===== config.mk =====
export PLATFORM = sky130hd
export DESIGN_NAME = wiper_ctr_top
export DESIGN_NICKNAME = d
export VERILOG_FILES = /design/src/rtl/wpr_pkg.sv /design/src/rtl/wpr_sync.sv /design/src/rtl/wpr_step_ctl.sv /design/src/rtl/wpr_counter.sv /design/src/rtl/wpr_decode.sv /design/src/rtl/wiper_ctr_top.sv
export SDC_FILE = /design/constraint.sdc
export NUM_CORES = 1
export LEC_CHECK = 0
export BUFFER_PORTS_ARGS = -buffer_cell sky130_fd_sc_hd__buf_2
export CORE_MARGIN = 5
export CORE_UTILIZATION = 46
export DETAILED_ROUTE_END_ITERATION = 8
export PLACE_DENSITY = 0.72
export SETUP_SLACK_MARGIN = 0.1
export SLEW_MARGIN = 10
export SYNTH_ARGS = -nofsm -noshare
export SYNTH_HDL_FRONTEND = slang
export SYNTH_SLANG_ARGS = --single-unit

===== constraint.sdc =====
create_clock -name clk -period 6 [get_ports clk]
set_input_delay 0.6 -clock clk [delete_from_list [all_inputs] [get_ports clk]]
set_output_delay 0.6 -clock clk [all_outputs]
set_load 0.005 [all_outputs]

===== src/rtl/wpr_pkg.sv =====
package wpr_pkg;
  // Source chosen for the next wiper position, in priority order.
  typedef enum logic [2:0] {
    SRC_HOLD   = 3'd0,
    SRC_RECALL = 3'd1,
    SRC_WRITE  = 3'd2,
    SRC_XFER   = 3'd3,
    SRC_UP     = 3'd4,
    SRC_DOWN   = 3'd5
  } pos_src_e;
endpackage


===== src/rtl/wpr_sync.sv =====
module wpr_sync #(
  parameter int STAGES    = 2,
  parameter int N         = 2,
  parameter bit RESET_VAL = 1'b1
) (
  input  logic         clk,
  input  logic         rst_n,
  input  logic [N-1:0] d_i,
  output logic [N-1:0] q_o
);
  logic [N-1:0] chain_q [STAGES];

  for (genvar s = 0; s < STAGES; s++) begin : g_stage
    logic [N-1:0] chain_d;
    if (s == 0) begin : g_first
      always_comb chain_d = d_i;
    end else begin : g_rest
      always_comb chain_d = chain_q[s-1];
    end
    always_ff @(posedge clk or negedge rst_n) begin
      if (!rst_n) chain_q[s] <= {N{RESET_VAL}};
      else        chain_q[s] <= chain_d;
    end
  end

  assign q_o = chain_q[STAGES-1];
endmodule


===== src/rtl/wpr_step_ctl.sv =====
module wpr_step_ctl (
  input  logic clk,
  input  logic rst_n,
  input  logic scl_s_i,
  input  logic sda_s_i,
  input  logic step_arm_i,
  output logic active_o,
  output logic step_up_o,
  output logic step_dn_o
);
  logic scl_q, sda_q;
  logic rise, fall, stop_det, start_det;
  logic active_q, active_d;
  logic pend_q, pend_d;
  logic dir_q, dir_d;
  logic up_q, up_d, dn_q, dn_d;

  // Edge and bus-condition detection on synchronized lines.
  always_comb begin
    rise      = scl_s_i & ~scl_q;
    fall      = ~scl_s_i & scl_q;
    stop_det  = scl_s_i & scl_q & sda_s_i & ~sda_q;
    start_det = scl_s_i & scl_q & ~sda_s_i & sda_q;
  end

  // Session control: the direction is captured at the rising edge and the
  // step is released at the falling edge unless a bus condition intervenes.
  always_comb begin
    active_d = active_q;
    pend_d   = pend_q;
    dir_d    = dir_q;
    up_d     = 1'b0;
    dn_d     = 1'b0;
    if (step_arm_i) begin
      active_d = 1'b1;
      pend_d   = 1'b0;
    end else if (stop_det || start_det) begin
      active_d = 1'b0;
      pend_d   = 1'b0;
    end else if (active_q) begin
      if (rise) begin
        pend_d = 1'b1;
        dir_d  = sda_s_i;
      end else if (fall && pend_q) begin
        pend_d = 1'b0;
        up_d   = dir_q;
        dn_d   = ~dir_q;
      end
    end
  end

  always_ff @(posedge clk or negedge rst_n) begin
    if (!rst_n) begin
      scl_q    <= 1'b1;
      sda_q    <= 1'b1;
      active_q <= 1'b0;
      pend_q   <= 1'b0;
      dir_q    <= 1'b0;
      up_q     <= 1'b0;
      dn_q     <= 1'b0;
    end else begin
      scl_q    <= scl_s_i;
      sda_q    <= sda_s_i;
      active_q <= active_d;
      pend_q   <= pend_d;
      dir_q    <= dir_d;
      up_q     <= up_d;
      dn_q     <= dn_d;
    end
  end

  assign active_o  = active_q;
  assign step_up_o = up_q;
  assign step_dn_o = dn_q;

  // a step is only issued from within a session
  a_r6_step_in_session: assert property (@(posedge clk) disable iff (!rst_n)
    (step_up_o || step_dn_o) |-> $past(active_q));
  // never both directions at once
  a_r7_one_direction: assert property (@(posedge clk) disable iff (!rst_n)
    $countones({step_up_o, step_dn_o}) <= 1);
  // a stop closes the session
  a_r9_stop_closes: assert property (@(posedge clk) disable iff (!rst_n)
    (stop_det && !step_arm_i) |=> (!active_q && !step_up_o && !step_dn_o));
  // a start closes the session
  a_r10_start_closes: assert property (@(posedge clk) disable iff (!rst_n)
    (start_det && !step_arm_i) |=> !active_q);
endmodule


===== src/rtl/wpr_counter.sv =====
module wpr_counter
  import wpr_pkg::*;
#(
  parameter int W = 6
) (
  input  logic         clk,
  input  logic         rst_n,
  input  logic         wr_en_i,
  input  logic [W-1:0] wr_val_i,
  input  logic         xfer_en_i,
  input  logic [W-1:0] xfer_val_i,
  input  logic [W-1:0] dr0_i,
  input  logic         step_up_i,
  input  logic         step_dn_i,
  output logic [W-1:0] pos_o
);
  localparam logic [W-1:0] POS_MAX = {W{1'b1}};
  localparam logic [W-1:0] POS_MIN = '0;

  logic     recall_q;
  logic     [W-1:0] pos_q, pos_d;
  pos_src_e src;

  // Source selection with fixed priority.
  always_comb begin
    if (recall_q)                            src = SRC_RECALL;
    else if (wr_en_i)                        src = SRC_WRITE;
    else if (xfer_en_i)                      src = SRC_XFER;
    else if (step_up_i && pos_q != POS_MAX)  src = SRC_UP;
    else if (step_dn_i && pos_q != POS_MIN)  src = SRC_DOWN;
    else                                     src = SRC_HOLD;
  end

  always_comb begin
    unique case (src)
      SRC_RECALL: pos_d = dr0_i;
      SRC_WRITE:  pos_d = wr_val_i;
      SRC_XFER:   pos_d = xfer_val_i;
      SRC_UP:     pos_d = pos_q + W'(1);
      SRC_DOWN:   pos_d = pos_q - W'(1);
      default:    pos_d = pos_q;
    endcase
  end

  always_ff @(posedge clk or negedge rst_n) begin
    if (!rst_n) begin
      recall_q <= 1'b1;
      pos_q    <= '0;
    end else begin
      recall_q <= 1'b0;
      pos_q    <= pos_d;
    end
  end

  assign pos_o = pos_q;

  // recall loads data register 0
  a_r2_recall: assert property (@(posedge clk) disable iff (!rst_n)
    recall_q |=> (pos_q == $past(dr0_i)));
  // write beats transfer and step
  a_r3_write_wins: assert property (@(posedge clk) disable iff (!rst_n)
    (wr_en_i && !recall_q) |=> (pos_q == $past(wr_val_i)));
  // transfer when no write
  a_r4_xfer: assert property (@(posedge clk) disable iff (!rst_n)
    (xfer_en_i && !wr_en_i && !recall_q) |=> (pos_q == $past(xfer_val_i)));
  // single-step increment
  a_r7_inc_one: assert property (@(posedge clk) disable iff (!rst_n)
    (step_up_i && !wr_en_i && !xfer_en_i && !recall_q && pos_q != POS_MAX)
    |=> (pos_q == $past(pos_q) + W'(1)));
  // saturation at both ends
  a_r8_sat_top: assert property (@(posedge clk) disable iff (!rst_n)
    (step_up_i && !wr_en_i && !xfer_en_i && !recall_q && pos_q == POS_MAX)
    |=> (pos_q == POS_MAX));
  a_r8_sat_bottom: assert property (@(posedge clk) disable iff (!rst_n)
    (step_dn_i && !wr_en_i && !xfer_en_i && !recall_q && pos_q == POS_MIN)
    |=> (pos_q == POS_MIN));
endmodule


===== src/rtl/wpr_decode.sv =====
module wpr_decode #(
  parameter int W    = 6,
  parameter int TAPS = 1 << W
) (
  input  logic            clk,
  input  logic            rst_n,
  input  logic [W-1:0]    pos_i,
  output logic [TAPS-1:0] tap_sel_o
);
  logic [TAPS-1:0] tap_d, tap_q;

  for (genvar k = 0; k < TAPS; k++) begin : g_tap
    assign tap_d[k] = (pos_i == W'(k));
  end

  always_ff @(posedge clk or negedge rst_n) begin
    if (!rst_n) tap_q <= TAPS'(1);
    else        tap_q <= tap_d;
  end

  assign tap_sel_o = tap_q;

  // exactly one switch closed
  a_r1_single_tap: assert property (@(posedge clk) disable iff (!rst_n)
    $countones(tap_sel_o) == 1);
  // selected switch follows the previous position
  a_r1_tap_tracks: assert property (@(posedge clk) disable iff (!rst_n)
    tap_sel_o == (TAPS'(1) << $past(pos_i)));
endmodule


===== src/rtl/wiper_ctr_top.sv =====
module wiper_ctr_top #(
  parameter int W           = 6,
  parameter int SYNC_STAGES = 2,
  localparam int TAPS       = 1 << W
) (
  input  logic            clk,
  input  logic            rst_n,
  input  logic            scl_i,
  input  logic            sda_i,
  input  logic            step_arm_i,
  input  logic            wr_en_i,
  input  logic [W-1:0]    wr_val_i,
  input  logic            xfer_en_i,
  input  logic [W-1:0]    xfer_val_i,
  input  logic [W-1:0]    dr0_i,
  output logic [W-1:0]    pos_o,
  output logic [TAPS-1:0] tap_sel_o,
  output logic            stepping_o
);
  logic [1:0] bus_s;
  logic       step_up, step_dn;

  wpr_sync #(.STAGES(SYNC_STAGES), .N(2), .RESET_VAL(1'b1)) i_sync (
    .clk   (clk),
    .rst_n (rst_n),
    .d_i   ({scl_i, sda_i}),
    .q_o   (bus_s)
  );

  wpr_step_ctl i_step (
    .clk        (clk),
    .rst_n      (rst_n),
    .scl_s_i    (bus_s[1]),
    .sda_s_i    (bus_s[0]),
    .step_arm_i (step_arm_i),
    .active_o   (stepping_o),
    .step_up_o  (step_up),
    .step_dn_o  (step_dn)
  );

  wpr_counter #(.W(W)) i_cnt (
    .clk        (clk),
    .rst_n      (rst_n),
    .wr_en_i    (wr_en_i),
    .wr_val_i   (wr_val_i),
    .xfer_en_i  (xfer_en_i),
    .xfer_val_i (xfer_val_i),
    .dr0_i      (dr0_i),
    .step_up_i  (step_up),
    .step_dn_i  (step_dn),
    .pos_o      (pos_o)
  );

  wpr_decode #(.W(W), .TAPS(TAPS)) i_dec (
    .clk       (clk),
    .rst_n     (rst_n),
    .pos_i     (pos_o),
    .tap_sel_o (tap_sel_o)
  );
endmodule


==> flow_metrics.env, run 1 <==
export IMPL_status="complete, no violations"
export IMPL_powerDensity_nw_per_um2=304
export IMPL_track_usage=0.170
export IMPL_placed_cell_area_um2=3540
export IMPL_dieWidth_um=91.0
export IMPL_detailed_place_hpwl_mm=4.69
export IMPL_regToRegSetupSlack_ps=3800
export IMPL_syn_inst=267
export IMPL_max_clock_freq_ghz=0.455
export IMPL_grt_pass1_vias=2229
export IMPL_synth_nets=296
export IMPL_routed_wl_met2_mm=3.18
export IMPL_cts_max_path_buffers=2
export IMPL_n_antenna_cell=0
export IMPL_dr_pass1_iters=4
export IMPL_viasPerCell=4.98
export IMPL_core_area_um2=6350
export IMPL_start_util=0.475
export IMPL_fin_area_um2=3760
export IMPL_critPathMaxFanout=8
export IMPL_totalWireLength_mm=6.68
export IMPL_cts_root_buf="clkbuf_8"
export IMPL_syn_avg_cell_area_um2=11.3
export IMPL_nets=390
export IMPL_clk_pin_slew_ps=90
export IMPL_hold_path_class="in -> reg"
export IMPL_drt_iter0_drc=98
export IMPL_cts_hold_buffers=0
export IMPL_period_share=0.366
export IMPL_clock_sinks=82
export IMPL_wl_per_cell_um=15.1
export IMPL_ys_seq_elements=82
export IMPL_drc_errors=0
export IMPL_drive_above_1_share=0.342
export IMPL_io_pins=96
export IMPL_crit_required_ps=6250
export IMPL_hold_viol_final=0
export IMPL_final_cell_mix="buf_2 (94), dfrtp_1 (74), nor2_1 (72)"
export IMPL_die_area_um2=8280
export IMPL_cts_buffers=9
export IMPL_setup_violations=0
export IMPL_synth_sequential_area_ratio=0.684
export IMPL_antenna_found_initial=0
export IMPL_wl_met3_um=622
export IMPL_fin_crit_ps=2200
export IMPL_rsz0062_at_grt="false"
export IMPL_post_cts_resize_count=0
export IMPL_finalSetupTns_ps=0
export IMPL_area_growth_syn_to_layout_pct=24.8
export IMPL_grt_pass1_wl_mm=11.0
export IMPL_rows=29
export IMPL_arrival_ps=2450
export IMPL_leakagePower_nw=1.99
export IMPL_ys_async_sr_fraction=1.00
export IMPL_highest_layer="met4"
export IMPL_wirelength_met1_mm=2.77
export IMPL_vias=2207
export IMPL_insertion_delay_ps=360
export IMPL_port_buffers=95
export IMPL_post_cts_setup_buffer_count=0
export IMPL_synth_distinct_cells=42
export IMPL_max_slew_worst_pin_slew_ps=969
export IMPL_grt_max_degree=83
export IMPL_cts_tree="yes"
export IMPL_finClkSkew_ps=6.88
export IMPL_cp_start_kind="flip-flop"
export IMPL_grt_overflow=0
export IMPL_ys_flop_type="dfrtp_1"
export IMPL_final_common_cell="buf_2"
export IMPL_die_height_um=91.0
export IMPL_criticalPathCategory="reg -> reg"
export IMPL_max_vdd_ir_drop_uv=203
export IMPL_report_final_slew_viol_count=0
export IMPL_maxCapViolations=0
export IMPL_gp_congestion=0.792
export IMPL_synth_area_um2=3020
export IMPL_max_slew_margin_rel=0.354
export IMPL_cp_end_kind="flip-flop"
export IMPL_h_tree_depth=3
export IMPL_synth_edff_count=0
export IMPL_ant_nets=0
export IMPL_fillers=549
export IMPL_ys_warn_count=0
## sequential cells by signal, indices dropped and copies added (netlist names)
signal and count:
i_cnt.pos_o 6, i_cnt.recall_q 1, i_dec.tap_sel_o 64, i_step.active_o 1, i_step.dir_q 1, i_step.pend_q 1
i_step.scl_q 1, i_step.sda_q 1, i_step.step_dn_o 1, i_step.step_up_o 1, i_sync.g_stage.chain_d 2, i_sync.q_o 2
## power breakdown
| part | total (mW) | leakage (nW) | switching, mW | internal (mW) |
|---|---|---|---|---|
| logic | 0.108 | 0.797 | 0.0692 | 0.0387 |
| registers | 0.592 | 1.09 | 0.0199 | 0.572 |
| clock network | 0.444 | 0.0996 | 0.208 | 0.237 |
| total | 1.14 | 1.99 | 0.297 | 0.847 |
## cell type report
class | count | area, µm² | share of cell area
timing repair buffer | 95 | 478 | 0.127
tap | 77 | 96.3 | 0.0256
clock inverter | 7 | 101 | 0.0269
sequential | 82 | 2060 | 0.548
multi-input combinational | 166 | 876 | 0.233
inverter | 7 | 26.3 | 0.00698
clock buffer | 9 | 124 | 0.0329
## metrics by stage
stage	power, mW	hold slack (ps)	setup slack [ps]	util	instances
finish	1.14	328	3800	0.593	443
global route	1.20	324	3630	0.593	443
CTS	1.15	329	3830	0.593	443
detailed placement	0.712	347	3850	0.557	427
global placement	0.709	346	3940	0.557	427
floorplan	0.663	304	4050	-	267
## worst max-delay path, stage by stage (launching register included)
cell,delay (ps)
dfrtp_1,480
inv_1,140
ha_1,290
or3b_4,460
o21ai_4,240
nor4_2,70
a221oi_1,310
o21ai_1,90
## routing by layer
metal / GRT usage / up-vias
met5: 0 / -
met4: 0.0538 / 0
met3: 0.0702 / 12
met2: 0.268 / 91
met1: 0.213 / 1046
li1: - / 1058
## cell usage after synthesis (all sizes together), types with 2 or more instances
cell,n,area [µm²]
ha,4,50.1
nor2b,3,18.8
nand3,9,50.1
o21ai,10,61.3
a221oi,3,32.5
nand2b,4,25.0
dfstp,8,210
a31oi,3,18.8
xnor2,2,17.5
nor2,72,270
nor3b,3,27.5
nor4,3,25.0
clkbuf,7,26.3
nand2,24,90.1
inv,7,26.3
dfrtp,74,1850
xor2,3,26.3
nor3,2,10.0
a22oi,5,37.5
buf,5,26.3
a21oi,3,15.0
## final timing paths
check                                        startpoint                           end  cells past startpoint
max reg2reg                              i_cnt.pos_o[0]                i_cnt.pos_o[3]                      7
max                                      i_cnt.pos_o[0]                i_cnt.pos_o[3]                      7
max in group asynchronous                         rst_n           i_dec.tap_sel_o[54]                      1
min reg2reg                i_sync.g_stage[1].chain_d[0]                 i_sync.q_o[0]                      0
min in group asynchronous                         rst_n           i_dec.tap_sel_o[10]                      1
min                                               sda_i  i_sync.g_stage[1].chain_d[0]                      1
## cell families (layout without fill, tap and decap cells)
kind of cell / Yosys count / in the layout / share of synthesized area
simple gates: 124 / 124 / 0.181
flops: 82 / 82 / 0.684
compound gates: 32 / 32 / 0.0767
buf+inv: 19 / 118 / 0.0261
xor+xnor: 5 / 5 / 0.0145
fa+ha+maj: 4 / 4 / 0.0166
other cells: 1 / 1 / 0.00124
Power figures use the tool's default switching activity.
==> run 2: changes to the inputs <==
--- a/config.mk
+++ b/config.mk
@@ -5,11 +5,12 @@
 export SDC_FILE = /design/constraint.sdc
 export NUM_CORES = 1
 export LEC_CHECK = 0
+export ABC_AREA = 1
 export BUFFER_PORTS_ARGS = -buffer_cell sky130_fd_sc_hd__buf_2
 export CORE_MARGIN = 5
 export CORE_UTILIZATION = 46
 export DETAILED_ROUTE_END_ITERATION = 8
-export PLACE_DENSITY = 0.72
+export PLACE_DENSITY = 0.74
 export SETUP_SLACK_MARGIN = 0.1
 export SLEW_MARGIN = 10
 export SYNTH_ARGS = -nofsm -noshare
==> constraint.sdc (replaced) <==
create_clock -name clk -period 2 [get_ports clk]
set_input_delay 0.2 -clock clk [delete_from_list [all_inputs] [get_ports clk]]
set_output_delay 0.2 -clock clk [all_outputs]
set_load 0.005 [all_outputs]
==> run 2 against run 1 <==
Effect of this change: flip-flop and latch count did not move; critical path depth grew 3; largest cell class unchanged; critical path type unchanged; count of clock-buffer cells in the layout rose by 1; routed wire length rose by 7.5%; first-iteration DRC count decreased by 2.0%.
==> flow_metrics.env, run 2 <==
export IMPL_status="complete, no violations"
export IMPL_switching_share=0.284
export IMPL_core_area_um2=6760
export IMPL_crit_path_start="i_cnt.pos_o[1]"
export IMPL_pwr_share_clk=0.334
export IMPL_gp_congestion=0.898
export IMPL_syn_inst=319
export IMPL_ant_nets=0
export IMPL_synth_common_cells="nor2_1 (84), dfrtp_1 (74), nand2_1 (50), inv_1 (31), nand3_1 (17)"
export IMPL_ff2ff_path_depth=10
export IMPL_crit_top_cell="nand2_2"
export IMPL_p_comb_frac=0.127
export IMPL_yosysMostFrequentCell="nor2_1"
export IMPL_nets=459
export IMPL_clock_sinks=82
export IMPL_cpLargestDelayFamily="simple AND/OR/NAND/NOR gates"
export IMPL_max_clock_freq_ghz=0.576
export IMPL_insertion_delay_ps=340
export IMPL_cts_buffers=9
export IMPL_synth_top_area_frac=0.582
export IMPL_viasPerCell=4.81
export IMPL_final_common_cell="buf_2"
export IMPL_grt_pass1_wl_mm=12.1
export IMPL_leakagePower_nw=2.26
export IMPL_finClkSkew_ps=9.63
export IMPL_syn_avg_cell_area_um2=9.98
export IMPL_crit_chain="inv_2 -> ha_1 -> nand4_2 -> nand2_2 -> nand2_1 -> nand2_2 -> nand2_2 -> o21ai_1 -> o21bai_1 -> nand2_1"
export IMPL_synth_nets=348
export IMPL_die_area_um2=8690
export IMPL_max_vdd_ir_drop_uv=472
export IMPL_h_tree_depth=3
export IMPL_critPathMaxFanout=7
export IMPL_detailed_place_hpwl_mm=5.39
export IMPL_wl_per_cell_um=14.0
export IMPL_cts_tree="yes"
export IMPL_synth_edff_count=0
export IMPL_pre_cts_slack_ps=111
export IMPL_vias=2479
export IMPL_fin_ws_ps=263
export IMPL_cts_max_path_buffers=2
export IMPL_cp_depth=10
export IMPL_dieWidth_um=93.2
export IMPL_cp_start_kind="flip-flop"
export IMPL_maxCapViolations=0
export IMPL_report_final_slew_viol_count=0
export IMPL_p_seq_frac=0.539
export IMPL_p_sw_mw=0.934
export IMPL_regToRegSetupSlack_ps=260
export IMPL_period_share=0.868
export IMPL_grt_overflow=0
export IMPL_max_slew_worst_pin_slew_ps=653
export IMPL_grt_max_degree=43
export IMPL_r2r_start="i_cnt.pos_o[1]"
export IMPL_area_growth_syn_to_layout_pct=26.4
export IMPL_ys_warn_count=0
export IMPL_hold_path_class="in -> reg"
export IMPL_largest_register_ffs=64
export IMPL_clk_pin_slew_ps=90
export IMPL_critical_path_buf_inv_count=1
export IMPL_final_cell_mix="buf_2 (94), nor2_1 (84), dfrtp_1 (70)"
export IMPL_powerDensity_nw_per_um2=818
export IMPL_arrival_ps=1970
export IMPL_setup_violations=0
export IMPL_synth_area_leader_cell="dfrtp_1"
export IMPL_antenna_found_initial=0
export IMPL_port_buffers=95
export IMPL_drt_iter0_drc=96
export IMPL_rsz0062_at_grt="false"
export IMPL_cts_root_buf="clkbuf_8"
export IMPL_start_util=0.471
export IMPL_criticalPathCategory="reg -> reg"
export IMPL_min_to="i_step.active_o"
export IMPL_max_slew_margin_rel=0.563
export IMPL_io_pins=96
export IMPL_p_int_mw=2.36
export IMPL_track_usage=0.178
export IMPL_hold_viol_final=0
export IMPL_drive_above_1_share=0.340
export IMPL_synth_top_cells_by_area="dfrtp_1 (58%), nor2_1 (9.9%), dfstp_2 (6.6%), nand2_1 (5.9%), inv_1 (3.7%)"
export IMPL_ys_seq_elements=82
export IMPL_slowest_stage="dfrtp_2"
export IMPL_grt_pass1_vias=2535
export IMPL_ys_flop_type="dfrtp_1"
export IMPL_rows=30
export IMPL_die_height_um=93.2
export IMPL_ys_async_sr_fraction=1.00
export IMPL_synth_distinct_cells=31
export IMPL_synth_sequential_area_ratio=0.648
export IMPL_finalSetupTns_ps=0
export IMPL_holdCritStartpoint="step_arm_i"
export IMPL_synth_area_um2=3180
export IMPL_r2r_end="i_cnt.pos_o[3]"
export IMPL_drc_errors=0
export IMPL_fin_crit_ps=1740
export IMPL_n_antenna_cell=0
export IMPL_critPathMaxStageDelay_ps=460
export IMPL_cp_end_kind="flip-flop"
export IMPL_whs_path_depth=3
export IMPL_crit_required_ps=2240
export IMPL_dr_pass1_iters=4
export IMPL_totalWireLength_mm=7.19
run 2: changes by cell type after synthesis, moves of 4 or more:
cell	previous run	this run
nand4_1	0	9
nand2b_1	4	0
nand2_2	0	4
nand3_1	8	17
nor2_1	72	84
a22oi_1	5	0
o21ai_1	5	1
inv_1	7	31
nand2_1	24	50
run 2: timing repair:
item,in CTS,in global routing
gates resized for setup,1,8
endpoints found under the setup margin,1,6
hold buffers,3,0
endpoints found under the hold margin,34,0
setup buffers,0,1
cloned,0,0
run 2: layer usage:
layer	GRT usage	part of all wire	vias to the layer above
met2	0.298	0.48	109
li1	-	-	1207
met4	0.0781	0.019	0
met1	0.219	0.41	1150
met5	0	0	-
met3	0.0442	0.085	13
run 2: worst min-delay path: stages:
cell,delay [ps]
buf_2,70
inv_1,60
nand2_1,70
run 2: how the worst max path moves through the flow:
stage / to / slack (ps)
global placement: i_cnt.pos_o[3] / 170
CTS: i_cnt.pos_o[3] / 170
floorplan: i_cnt.pos_o[1] / 260
global route: i_cnt.pos_o[1] / 100
finish: i_cnt.pos_o[3] / 260
detailed placement: i_cnt.pos_o[3] / 110
run 2: final cells by class:
cell class | instances | area [µm²]
clock buffers | 10 | 138
flip-flops and latches | 82 | 2070
clock inverters | 6 | 47.5
repair buffers | 107 | 576
inverters | 32 | 120
well taps | 80 | 100
multi-input cells | 198 | 976
fillers | 598 | 2730
run 2: cell families after synthesis:
family | synth area share
xor gates and xnor gates | 0.0165
other | 0.00118
AOI/OAI and AO/OA | 0.0267
adders and majority gates | 0.0157
DFF | 0.648
and+or+nand+nor | 0.242
buffers and inverters | 0.0507
run 2: stage by stage:
| stage | cells | hold WS, ps | utilization | power (mW) | instance area (µm²) |
|---|---|---|---|---|---|
| 3_3_place_gp | 495 | 209 | 0.560 | 2.20 | 3780 |
| 5_1_grt | 515 | 96.6 | 0.596 | 3.45 | 4020 |
| 4_1_cts | 514 | 79.3 | 0.592 | 3.31 | 4000 |
| 6_report | 515 | 91.6 | 0.596 | 3.29 | 4020 |
| 2_1_floorplan | 319 | -95.6 | - | 2.02 | 3180 |
| 3_5_place_dp | 495 | 212 | 0.560 | 2.21 | 3780 |
run 2: power by group through the flow:
| stage | registers [mW] | clock network (mW) | logic [mW] |
|---|---|---|---|
| after CTS | 1.77 | 1.12 | 0.415 |
| after floorplan | 1.79 | 0 | 0.237 |
| after global routing | 1.78 | 1.19 | 0.471 |
| after detailed placement | 1.80 | 0 | 0.408 |
| after global placement | 1.80 | 0 | 0.402 |
| final | 1.77 | 1.10 | 0.418 |
